**config.mk**
```make
export PLATFORM = sky130hd
export DESIGN_NAME = fpu_ctrl_status
export DESIGN_NICKNAME = d
export VERILOG_FILES = /design/src/rtl/fcs_pkg.sv /design/src/rtl/fcs_ctrl_word.sv /design/src/rtl/fcs_exc_sticky.sv /design/src/rtl/fcs_stack_top.sv /design/src/rtl/fpu_ctrl_status.sv
export SDC_FILE = /design/constraint.sdc
export NUM_CORES = 1
export LEC_CHECK = 0
export CAP_MARGIN = 15
export CORE_MARGIN = 8
export CORE_UTILIZATION = 45
export DETAILED_ROUTE_END_ITERATION = 8
export DONT_BUFFER_PORTS = 1
export GPL_ROUTABILITY_DRIVEN = 0
export GPL_TIMING_DRIVEN = 0
export PLACE_DENSITY_LB_ADDON = 0.15
export SYNTH_ARGS = -nofsm -noshare
export SYNTH_HDL_FRONTEND = slang
export SYNTH_SLANG_ARGS = --single-unit
```
**constraint.sdc**
```tcl
create_clock -name clk_i -period 1.6 [get_ports clk_i]
set_clock_uncertainty 0.15 [all_clocks]
set_input_delay 0.16 -clock clk_i [delete_from_list [all_inputs] [get_ports clk_i]]
set_output_delay 0.16 -clock clk_i [all_outputs]
set_load 0.005 [all_outputs]
```
**src/rtl/fcs_pkg.sv**
```systemverilog
package fcs_pkg;
  localparam int EXC_W = 6;
  localparam int WORD_W = 16;
  localparam int TOP_W = 3;
  localparam int CC_W = 4;
  localparam int RND_N = 4;
  localparam int PREC_N = 3;
  localparam logic [WORD_W-1:0] CW_WR_MASK = 16'h1F3F;

  // control word field positions
  localparam int CW_PC_LO = 8;
  localparam int CW_RC_LO = 10;
  localparam int CW_IC = 12;

  // status word field positions
  localparam int SW_ES = 7;
  localparam int SW_C0 = 8;
  localparam int SW_C1 = 9;
  localparam int SW_C2 = 10;
  localparam int SW_TOP_LO = 11;
  localparam int SW_C3 = 14;
  localparam int SW_B = 15;

  typedef enum logic [1:0] {
    RND_NEAR = 2'd0,
    RND_DOWN = 2'd1,
    RND_UP   = 2'd2,
    RND_ZERO = 2'd3
  } rnd_e;

  typedef enum logic [1:0] {
    PREC_SGL = 2'd0,
    PREC_RSV = 2'd1,
    PREC_DBL = 2'd2,
    PREC_EXT = 2'd3
  } prec_e;

  typedef struct packed {
    logic             affine;
    rnd_e             rnd;
    prec_e            prec;
    logic [EXC_W-1:0] mask;
  } cw_t;
endpackage

```
**src/rtl/fcs_ctrl_word.sv**
```systemverilog
module fcs_ctrl_word
  import fcs_pkg::*;
#(
  parameter logic [WORD_W-1:0] CW_RST = 16'h033F
) (
  input  logic              clk_i,
  input  logic              rst_ni,
  input  logic              we_i,
  input  logic [WORD_W-1:0] wdata_i,
  output cw_t               cw_o,
  output logic [WORD_W-1:0] cw_bits_o,
  output logic [RND_N-1:0]  round_sel_o,
  output logic [PREC_N-1:0] prec_sel_o,
  output logic              inf_affine_o,
  output logic              invalid_pc_o
);
  function automatic cw_t unpack_cw(logic [WORD_W-1:0] w);
    cw_t c;
    c.mask   = w[EXC_W-1:0];
    c.prec   = prec_e'(w[CW_PC_LO +: 2]);
    c.rnd    = rnd_e'(w[CW_RC_LO +: 2]);
    c.affine = w[CW_IC];
    return c;
  endfunction

  localparam cw_t RST_CW = unpack_cw(CW_RST);

  cw_t cw_q;

  always_ff @(posedge clk_i or negedge rst_ni) begin
    if (!rst_ni)   cw_q <= RST_CW;
    else if (we_i) cw_q <= unpack_cw(wdata_i);
  end

  always_comb begin
    cw_bits_o = '0;
    cw_bits_o[EXC_W-1:0]     = cw_q.mask;
    cw_bits_o[CW_PC_LO +: 2] = cw_q.prec;
    cw_bits_o[CW_RC_LO +: 2] = cw_q.rnd;
    cw_bits_o[CW_IC]         = cw_q.affine;
  end

  for (genvar i = 0; i < RND_N; i++) begin : g_rnd
    assign round_sel_o[i] = (cw_q.rnd == rnd_e'(i));
  end

  assign prec_sel_o[0] = (cw_q.prec == PREC_SGL);
  assign prec_sel_o[1] = (cw_q.prec == PREC_DBL);
  assign prec_sel_o[2] = (cw_q.prec == PREC_EXT);
  assign invalid_pc_o  = (cw_q.prec == PREC_RSV);
  assign inf_affine_o  = cw_q.affine;
  assign cw_o          = cw_q;
endmodule

```
**src/rtl/fcs_exc_sticky.sv**
```systemverilog
module fcs_exc_sticky
  import fcs_pkg::*;
#(
  parameter int N = EXC_W
) (
  input  logic         clk_i,
  input  logic         rst_ni,
  input  logic [N-1:0] set_i,
  input  logic         clr_i,
  input  logic [N-1:0] mask_i,
  output logic [N-1:0] flags_o,
  output logic         es_o
);
  logic [N-1:0] flag_q;
  logic [N-1:0] live;

  for (genvar i = 0; i < N; i++) begin : g_flag
    // a set pulse wins over a simultaneous clear
    always_ff @(posedge clk_i or negedge rst_ni) begin
      if (!rst_ni)       flag_q[i] <= 1'b0;
      else if (set_i[i]) flag_q[i] <= 1'b1;
      else if (clr_i)    flag_q[i] <= 1'b0;
    end
    assign live[i] = flag_q[i] & ~mask_i[i];
  end

  assign flags_o = flag_q;
  assign es_o    = |live;
endmodule

```
**src/rtl/fcs_stack_top.sv**
```systemverilog
module fcs_stack_top
  import fcs_pkg::*;
#(
  parameter int             W   = TOP_W,
  parameter logic [W-1:0]   RST = '0
) (
  input  logic         clk_i,
  input  logic         rst_ni,
  input  logic         we_i,
  input  logic [W-1:0] wdata_i,
  input  logic         push_i,
  input  logic         pop_i,
  output logic [W-1:0] top_o
);
  logic [W-1:0] top_q, top_d;

  always_comb begin
    top_d = top_q;
    if (we_i)                 top_d = wdata_i;
    else if (push_i && !pop_i) top_d = top_q - W'(1);
    else if (pop_i && !push_i) top_d = top_q + W'(1);
  end

  always_ff @(posedge clk_i or negedge rst_ni) begin
    if (!rst_ni) top_q <= RST;
    else         top_q <= top_d;
  end

  assign top_o = top_q;
endmodule

```
**src/rtl/fpu_ctrl_status.sv**
```systemverilog
module fpu_ctrl_status
  import fcs_pkg::*;
#(
  parameter logic [WORD_W-1:0] CW_RST  = 16'h033F,
  parameter logic [TOP_W-1:0]  TOP_RST = '0
) (
  input  logic              clk_i,
  input  logic              rst_ni,
  input  logic              cw_we_i,
  input  logic [WORD_W-1:0] cw_wdata_i,
  input  logic [EXC_W-1:0]  exc_set_i,
  input  logic              exc_clr_i,
  input  logic              cc_we_i,
  input  logic [CC_W-1:0]   cc_wdata_i,
  input  logic              top_we_i,
  input  logic [TOP_W-1:0]  top_wdata_i,
  input  logic              top_push_i,
  input  logic              top_pop_i,
  input  logic              busy_i,
  output logic [WORD_W-1:0] cw_o,
  output logic [WORD_W-1:0] sw_o,
  output logic              irq_o,
  output logic [RND_N-1:0]  round_sel_o,
  output logic [PREC_N-1:0] prec_sel_o,
  output logic              inf_affine_o,
  output logic              invalid_pc_o
);
  cw_t              cw;
  logic [EXC_W-1:0] flags;
  logic             es;
  logic [TOP_W-1:0] top;
  logic [CC_W-1:0]  cc_q;
  logic             busy_q;

  fcs_ctrl_word #(.CW_RST(CW_RST)) u_cw (
    .clk_i        (clk_i),
    .rst_ni       (rst_ni),
    .we_i         (cw_we_i),
    .wdata_i      (cw_wdata_i),
    .cw_o         (cw),
    .cw_bits_o    (cw_o),
    .round_sel_o  (round_sel_o),
    .prec_sel_o   (prec_sel_o),
    .inf_affine_o (inf_affine_o),
    .invalid_pc_o (invalid_pc_o)
  );

  fcs_exc_sticky #(.N(EXC_W)) u_exc (
    .clk_i   (clk_i),
    .rst_ni  (rst_ni),
    .set_i   (exc_set_i),
    .clr_i   (exc_clr_i),
    .mask_i  (cw.mask),
    .flags_o (flags),
    .es_o    (es)
  );

  fcs_stack_top #(.W(TOP_W), .RST(TOP_RST)) u_top (
    .clk_i   (clk_i),
    .rst_ni  (rst_ni),
    .we_i    (top_we_i),
    .wdata_i (top_wdata_i),
    .push_i  (top_push_i),
    .pop_i   (top_pop_i),
    .top_o   (top)
  );

  always_ff @(posedge clk_i or negedge rst_ni) begin
    if (!rst_ni) begin
      cc_q   <= '0;
      busy_q <= 1'b0;
    end else begin
      if (cc_we_i) cc_q <= cc_wdata_i;
      busy_q <= busy_i;
    end
  end

  always_comb begin
    sw_o = '0;
    sw_o[EXC_W-1:0]          = flags;
    sw_o[SW_ES]              = es;
    sw_o[SW_C0]              = cc_q[0];
    sw_o[SW_C1]              = cc_q[1];
    sw_o[SW_C2]              = cc_q[2];
    sw_o[SW_TOP_LO +: TOP_W] = top;
    sw_o[SW_C3]              = cc_q[3];
    sw_o[SW_B]               = busy_q;
  end

  assign irq_o = es;
endmodule

```
* Yosys cells after proc, flatten, opt, wreduce, memory -nomap -nowiden
Index checks and enable logic that the tools add are counted.
** Word-level totals
- Bits in registers :: 25
- Word-level logic and storage cells :: 57
** Cells by class
- Add/subtract/negate cells :: 2
- Equal/unequal tests :: 6
- Multiplexer cells :: 10
- Bitwise gates (word level) :: 12
- Reduce and logical (&&, ||, !) cells :: 14
** Operators with widths (number)
- nonzero test 2 bit :: 6
- two-way mux 3 bit :: 3
- equality test 2 bit, second input constant :: 4
- two-way mux 1 bit :: 7
- bitwise AND 1 bit :: 6
- inverter 1 bit :: 6
- OR reduction 6 bit :: 1
- equality test 2 x 1 -> 1 bit, second input constant :: 2
- zero test 2 bit :: 2
- adder 3 x 1 -> 3 bit, second input constant :: 1
- nonzero test 3 bit :: 1
- subtractor 3 x 1 -> 3 bit, second input constant :: 1
- logical AND 1 bit :: 2
- zero test 1 bit :: 2

* Longest topological paths before layout
- Word-level depth :: 5
- Depth in mapped cells :: 6

* Hierarchy
Synthesis repeated with hierarchy kept, for this count alone.
** Unflattened totals
- Cell total of the unflattened synthesis :: 105
- Area, all modules :: 1283.7 um^2
** By module, submodules not included
- fcs_ctrl_word :: instances 1, cells an instance 49, area an instance 634.4 um^2, sequential area each 285.3 um^2
- fcs_exc_sticky :: instances 1, cells an instance 23, area an instance 247.7 um^2, sequential area each 150.1 um^2
- fcs_stack_top :: instances 1, cells an instance 20, area an instance 205.2 um^2, sequential area each 75.1 um^2
- fpu_ctrl_status :: instances 1, cells an instance 13, area an instance 196.4 um^2, sequential area each 125.1 um^2

* Worst setup path after synthesis
No wires, ideal clock.
- Path type :: reg2reg
- Start point :: register u_top.top_q[1], in the netlist u_top.top_o[1]
- End point :: register u_top.top_q[2], in the netlist u_top.top_o[2]
- Library setup time :: 0.135 ns
- Data arrival time :: 1.457 ns
- Required time :: 1.315 ns
- Slack :: -0.142 ns
- Stages on the path, launching flop included :: 6
- Buffers on the path :: 0
- Period minus slack after synthesis :: 1.742 ns
- Cell sequence :: dfrtp_1 > xnor2_1 > ha_1 > or4b_4 > a21oi_1 > a311oi_2
** On the way
- Word-level cells in the longest chain between the ends :: 4
- Elaborated cells on any way between the ends :: 5
- Those cells by class :: add/sub: 2; mux: 3
** RTL lines
- start, declared :: RTL line fcs_stack_top.sv:15 : logic [W-1:0] top_q, top_d;
- start signal, assigned :: RTL line fcs_stack_top.sv:26 : else top_q <= top_d;
- adder 3 x 1 -> 3 bit :: RTL line fcs_stack_top.sv:21 : else if (pop_i && !push_i) top_d = top_q + W'(1);
- two-way mux 3 bit :: RTL line fcs_stack_top.sv:21
- two-way mux 3 bit (*) :: RTL line fcs_stack_top.sv:20 : else if (push_i && !pop_i) top_d = top_q - W'(1);
- two-way mux 3 bit (*) :: RTL line fcs_stack_top.sv:19 : if (we_i) top_d = wdata_i;
Every way passes the cells marked *; elsewhere a longest branch is shown, timed or not. The select of a mux whose other input is x is not followed.
A chain may end at the register's enable or synchronous reset.

* Worst setup path after layout
- Start point :: register u_cw.cw_q (netlist bit u_cw.cw_bits_o[1])
- End point :: output sw_o[7]
** On the way
- Word-level cells in the longest chain between the ends :: 3
** RTL lines
- start, declared :: RTL line fcs_ctrl_word.sv:28 : cw_t cw_q;
- start signal, assigned :: RTL line fcs_ctrl_word.sv:32 : else if (we_i) cw_q <= unpack_cw(wdata_i);
- inverter 1 bit :: RTL line fcs_exc_sticky.sv:24 : assign live[i] = flag_q[i] & ~mask_i[i];
- bitwise AND 1 bit :: RTL line fcs_exc_sticky.sv:24
- OR reduction 6 bit :: RTL line fcs_exc_sticky.sv:28 : assign es_o = |live;
- end, declared :: RTL line fpu_ctrl_status.sv:21 : output logic [WORD_W-1:0] sw_o,
Every way passes these cells.

==> results.yml <==
status:
  status: "finished with violations"
  violations: "setup timing"
cts:
  cts_inserted_buffers: 3
  clock_sinks: 25
  clockRootBuffer: "clkbuf_4"
  h-tree-depth: 1
  cts_tree: "done"
  cts.clk_slew.worst_paths_ps: 140
  clock_latency_ps: 300
  postCtsSetupBuffers: 0
  clk_path_buf_depth: 2
detailed_routing:
  vias_per_cell: 4.84
  num_vias: 837
  drt_pass1_iterations: 3
  wl_met3_um: 411
  wl_met1_mm: 1.00
  route.detailed.drc: 0
  drt_iter0_drc: 15
  postRouteAntennaNets: 0
  dr_wl_met2_mm: 1.57
  avgRoutedWirePerCell_um: 17.3
  drt_wl_total_mm: 3.00
  dr.max_layer_used: "met4"
timing:
  finalCriticalPeriod_ps: 1820
  setup_viol: 3
  worst_slack_ps: -225
  fin_crit_sh_pct: 114
  relSlewSlack_pct: 56.0
  max_clock_freq_ghz: 0.548
  final-hold-violation-count: 0
  whs_ps: 27.3
  rsz0062_at_grt: "yes"
  final-max-slew-violation-count: 0
  max_slew.worst_pin.slew_ps: 657
power:
  leakage_nw: 0.749
  power.density_nw_per_um2: 805
  peakVddDrop_v: 0.000672
synthesis:
  synth-main-ff-cell: "dfrtp_1"
  syn-cell-area_um2: 1150
  synth-seq-cells: 25
  synth_cells: 93
  avgSynthCellArea_um2: 12.4
  yosysTopAreaCellShare_pct: 36.9
  netlist_top_cells_area: "dfrtp_1 (37%), dfstp_2 (18%), mux2_2 (15%)"
  yosysMostFrequentCell: "dfrtp_1"
  synth_warnings: 0
  synthTopCellsByCount: "dfrtp_1 (17), mux2_2 (15), buf_4 (9), dfstp_2 (8), inv_1 (7)"
  seq_area_frac_synth_pct: 55.2
  synth-edff-count: 0
  ys_types: 24
  async_flop_share_pct: 100
  synth_area_leader_cell: "dfrtp_1"
place:
  dp_slack_ps: -170
  place_inst: 128
  io_buffers: 0
  hpwlAfterDp_mm: 1.98
cells_and_area:
  area.growth.synth_to_final_pct: 45.9
  fin_cells: 173
  drive_above_1_share_pct: 31.5
  final_util_pct: 68.5
  final_nets: 183
  diodes: 0
worst_hold_path:
  hold_path.class: "input pin to flip-flop"
  holdPathStages: 3
global_routing:
  gr-total-overflow: 0
  grt_max_degree: 26
  grt_pass1_vias: 1005
  grt_pass1_wl_mm: 4.77
  antenna_found_initial: 0
  gr-usage-all-layers_pct: 13.9
die:
  io_pins: 80
  die_w_um: 66.6
  fp.dieH_um: 66.6
  start_util_pct: 46.9
  die-area_um2: 4440
  fp-row-count: 18
  fp.coreArea_um2: 2450
worst_setup_path:
  worstPathArrival_ps: 1510
  cp_data_required_time_ps: 1290
  crit_type: "flip-flop to output port"
  cp-end-kind: "output port"
  crit_fanout: 3
  ff2ff_path_depth: 5
  startpoint_type: "flip-flop"
job:
  cap_violations: 0
==> layout make-up <==
type                            instances  area, um2
Fill cell                             185        773
Sequential cell                        25        636
Multi-Input combinational cell         56        460
Timing Repair Buffer                   41        415
Buffer                                 10       76.3
Tap cell                               30       37.5
Inverter                                7       26.3
Clock buffer                            3       22.5
Clock inverter                          1       7.51
==> stage by stage <==
stage / setup TNS (ps) / total power, mW / area [um2]
floorplan: -114 / 0.922 / 1170
global placement: -150 / 0.958 / 1210
detailed placement: -170 / 0.965 / 1210
CTS: -516 / 1.36 / 1660
global route: -665 / 1.44 / 1680
finish: -483 / 1.35 / 1680
==> cell families after synthesis <==
kind of cell | Yosys count | share of synthesized area [%]
multiplexers | 16 | 15.5
other | 1 | 0.325
XOR/XNOR | 3 | 2.28
flip-flops | 25 | 55.2
AO/OA/AOI/OAI | 13 | 8.14
AND/OR/NAND/NOR | 17 | 8.90
adder cells (fa/ha/maj) | 1 | 1.09
buffers and inverters | 17 | 8.58
==> critical path, cell delays in order, from the launching register on <==
cell	delay (ps)
dfstp_2	590
o22ai_2	70
or3_4	410
buf_6	130
==> placed cells by master (no fill, tap or decap), drive strengths merged, types with 2 or more instances in the layout <==
cell type     n
a21o          6
and2          2
buf          11
clkbuf        3
conb          6
dfrtp        17
dfstp         8
dlygate4sd3  40
inv           7
mux2         15
nand2         2
nand2b        2
nor2          3
nor2b         5
o21ai         2
o22ai         3
xnor2         2
==> power by group <==
group          leakage [nW]  switching, mW  total (mW)  internal (mW)
clock                0.0139          0.185       0.280         0.0952
combinational         0.457          0.101       0.288          0.186
sequential            0.277         0.0750       0.785          0.710
total                 0.749          0.362        1.35          0.992
==> repair_timing <==
item / 4_1_cts / 5_1_grt
hold buffers: 40 / 0
endpoints found under the setup margin: 3 / 3
hold endpoints to repair: 50 / 0
pin swaps: 2 / 1
gates resized for setup: 4 / 1
==> worst paths after layout <==
check                                     to  slack [ps]              start
setup / recovery                     sw_o[7]        -220  u_cw.cw_bits_o[1]
hold / removal                u_top.top_o[2]          30           top_we_i
setup reg to reg              u_top.top_o[2]        -160     u_top.top_o[1]
hold reg to reg            u_cw.inf_affine_o         460  u_cw.inf_affine_o
max in group asynchronous  u_cw.cw_bits_o[9]         550             rst_ni
min in group asynchronous             busy_q         140             rst_ni
==> flip-flops by register name, indices dropped and copies added, names as in the netlist <==
register,count
busy_q,1
u_cw.inf_affine_o,1
u_exc.flags_o,6
u_cw.cw_bits_o,10
cc_q,4
u_top.top_o,3
==> metal layers <==
layer | global-route usage, % | up-vias
met3 | 6.88 | 2
li1 | - | 399
met4 | 3.20 | 0
met2 | 25.7 | 43
met1 | 13.2 | 393
met5 | 0 | -
Note: power is estimated with default switching activity, not from simulation.
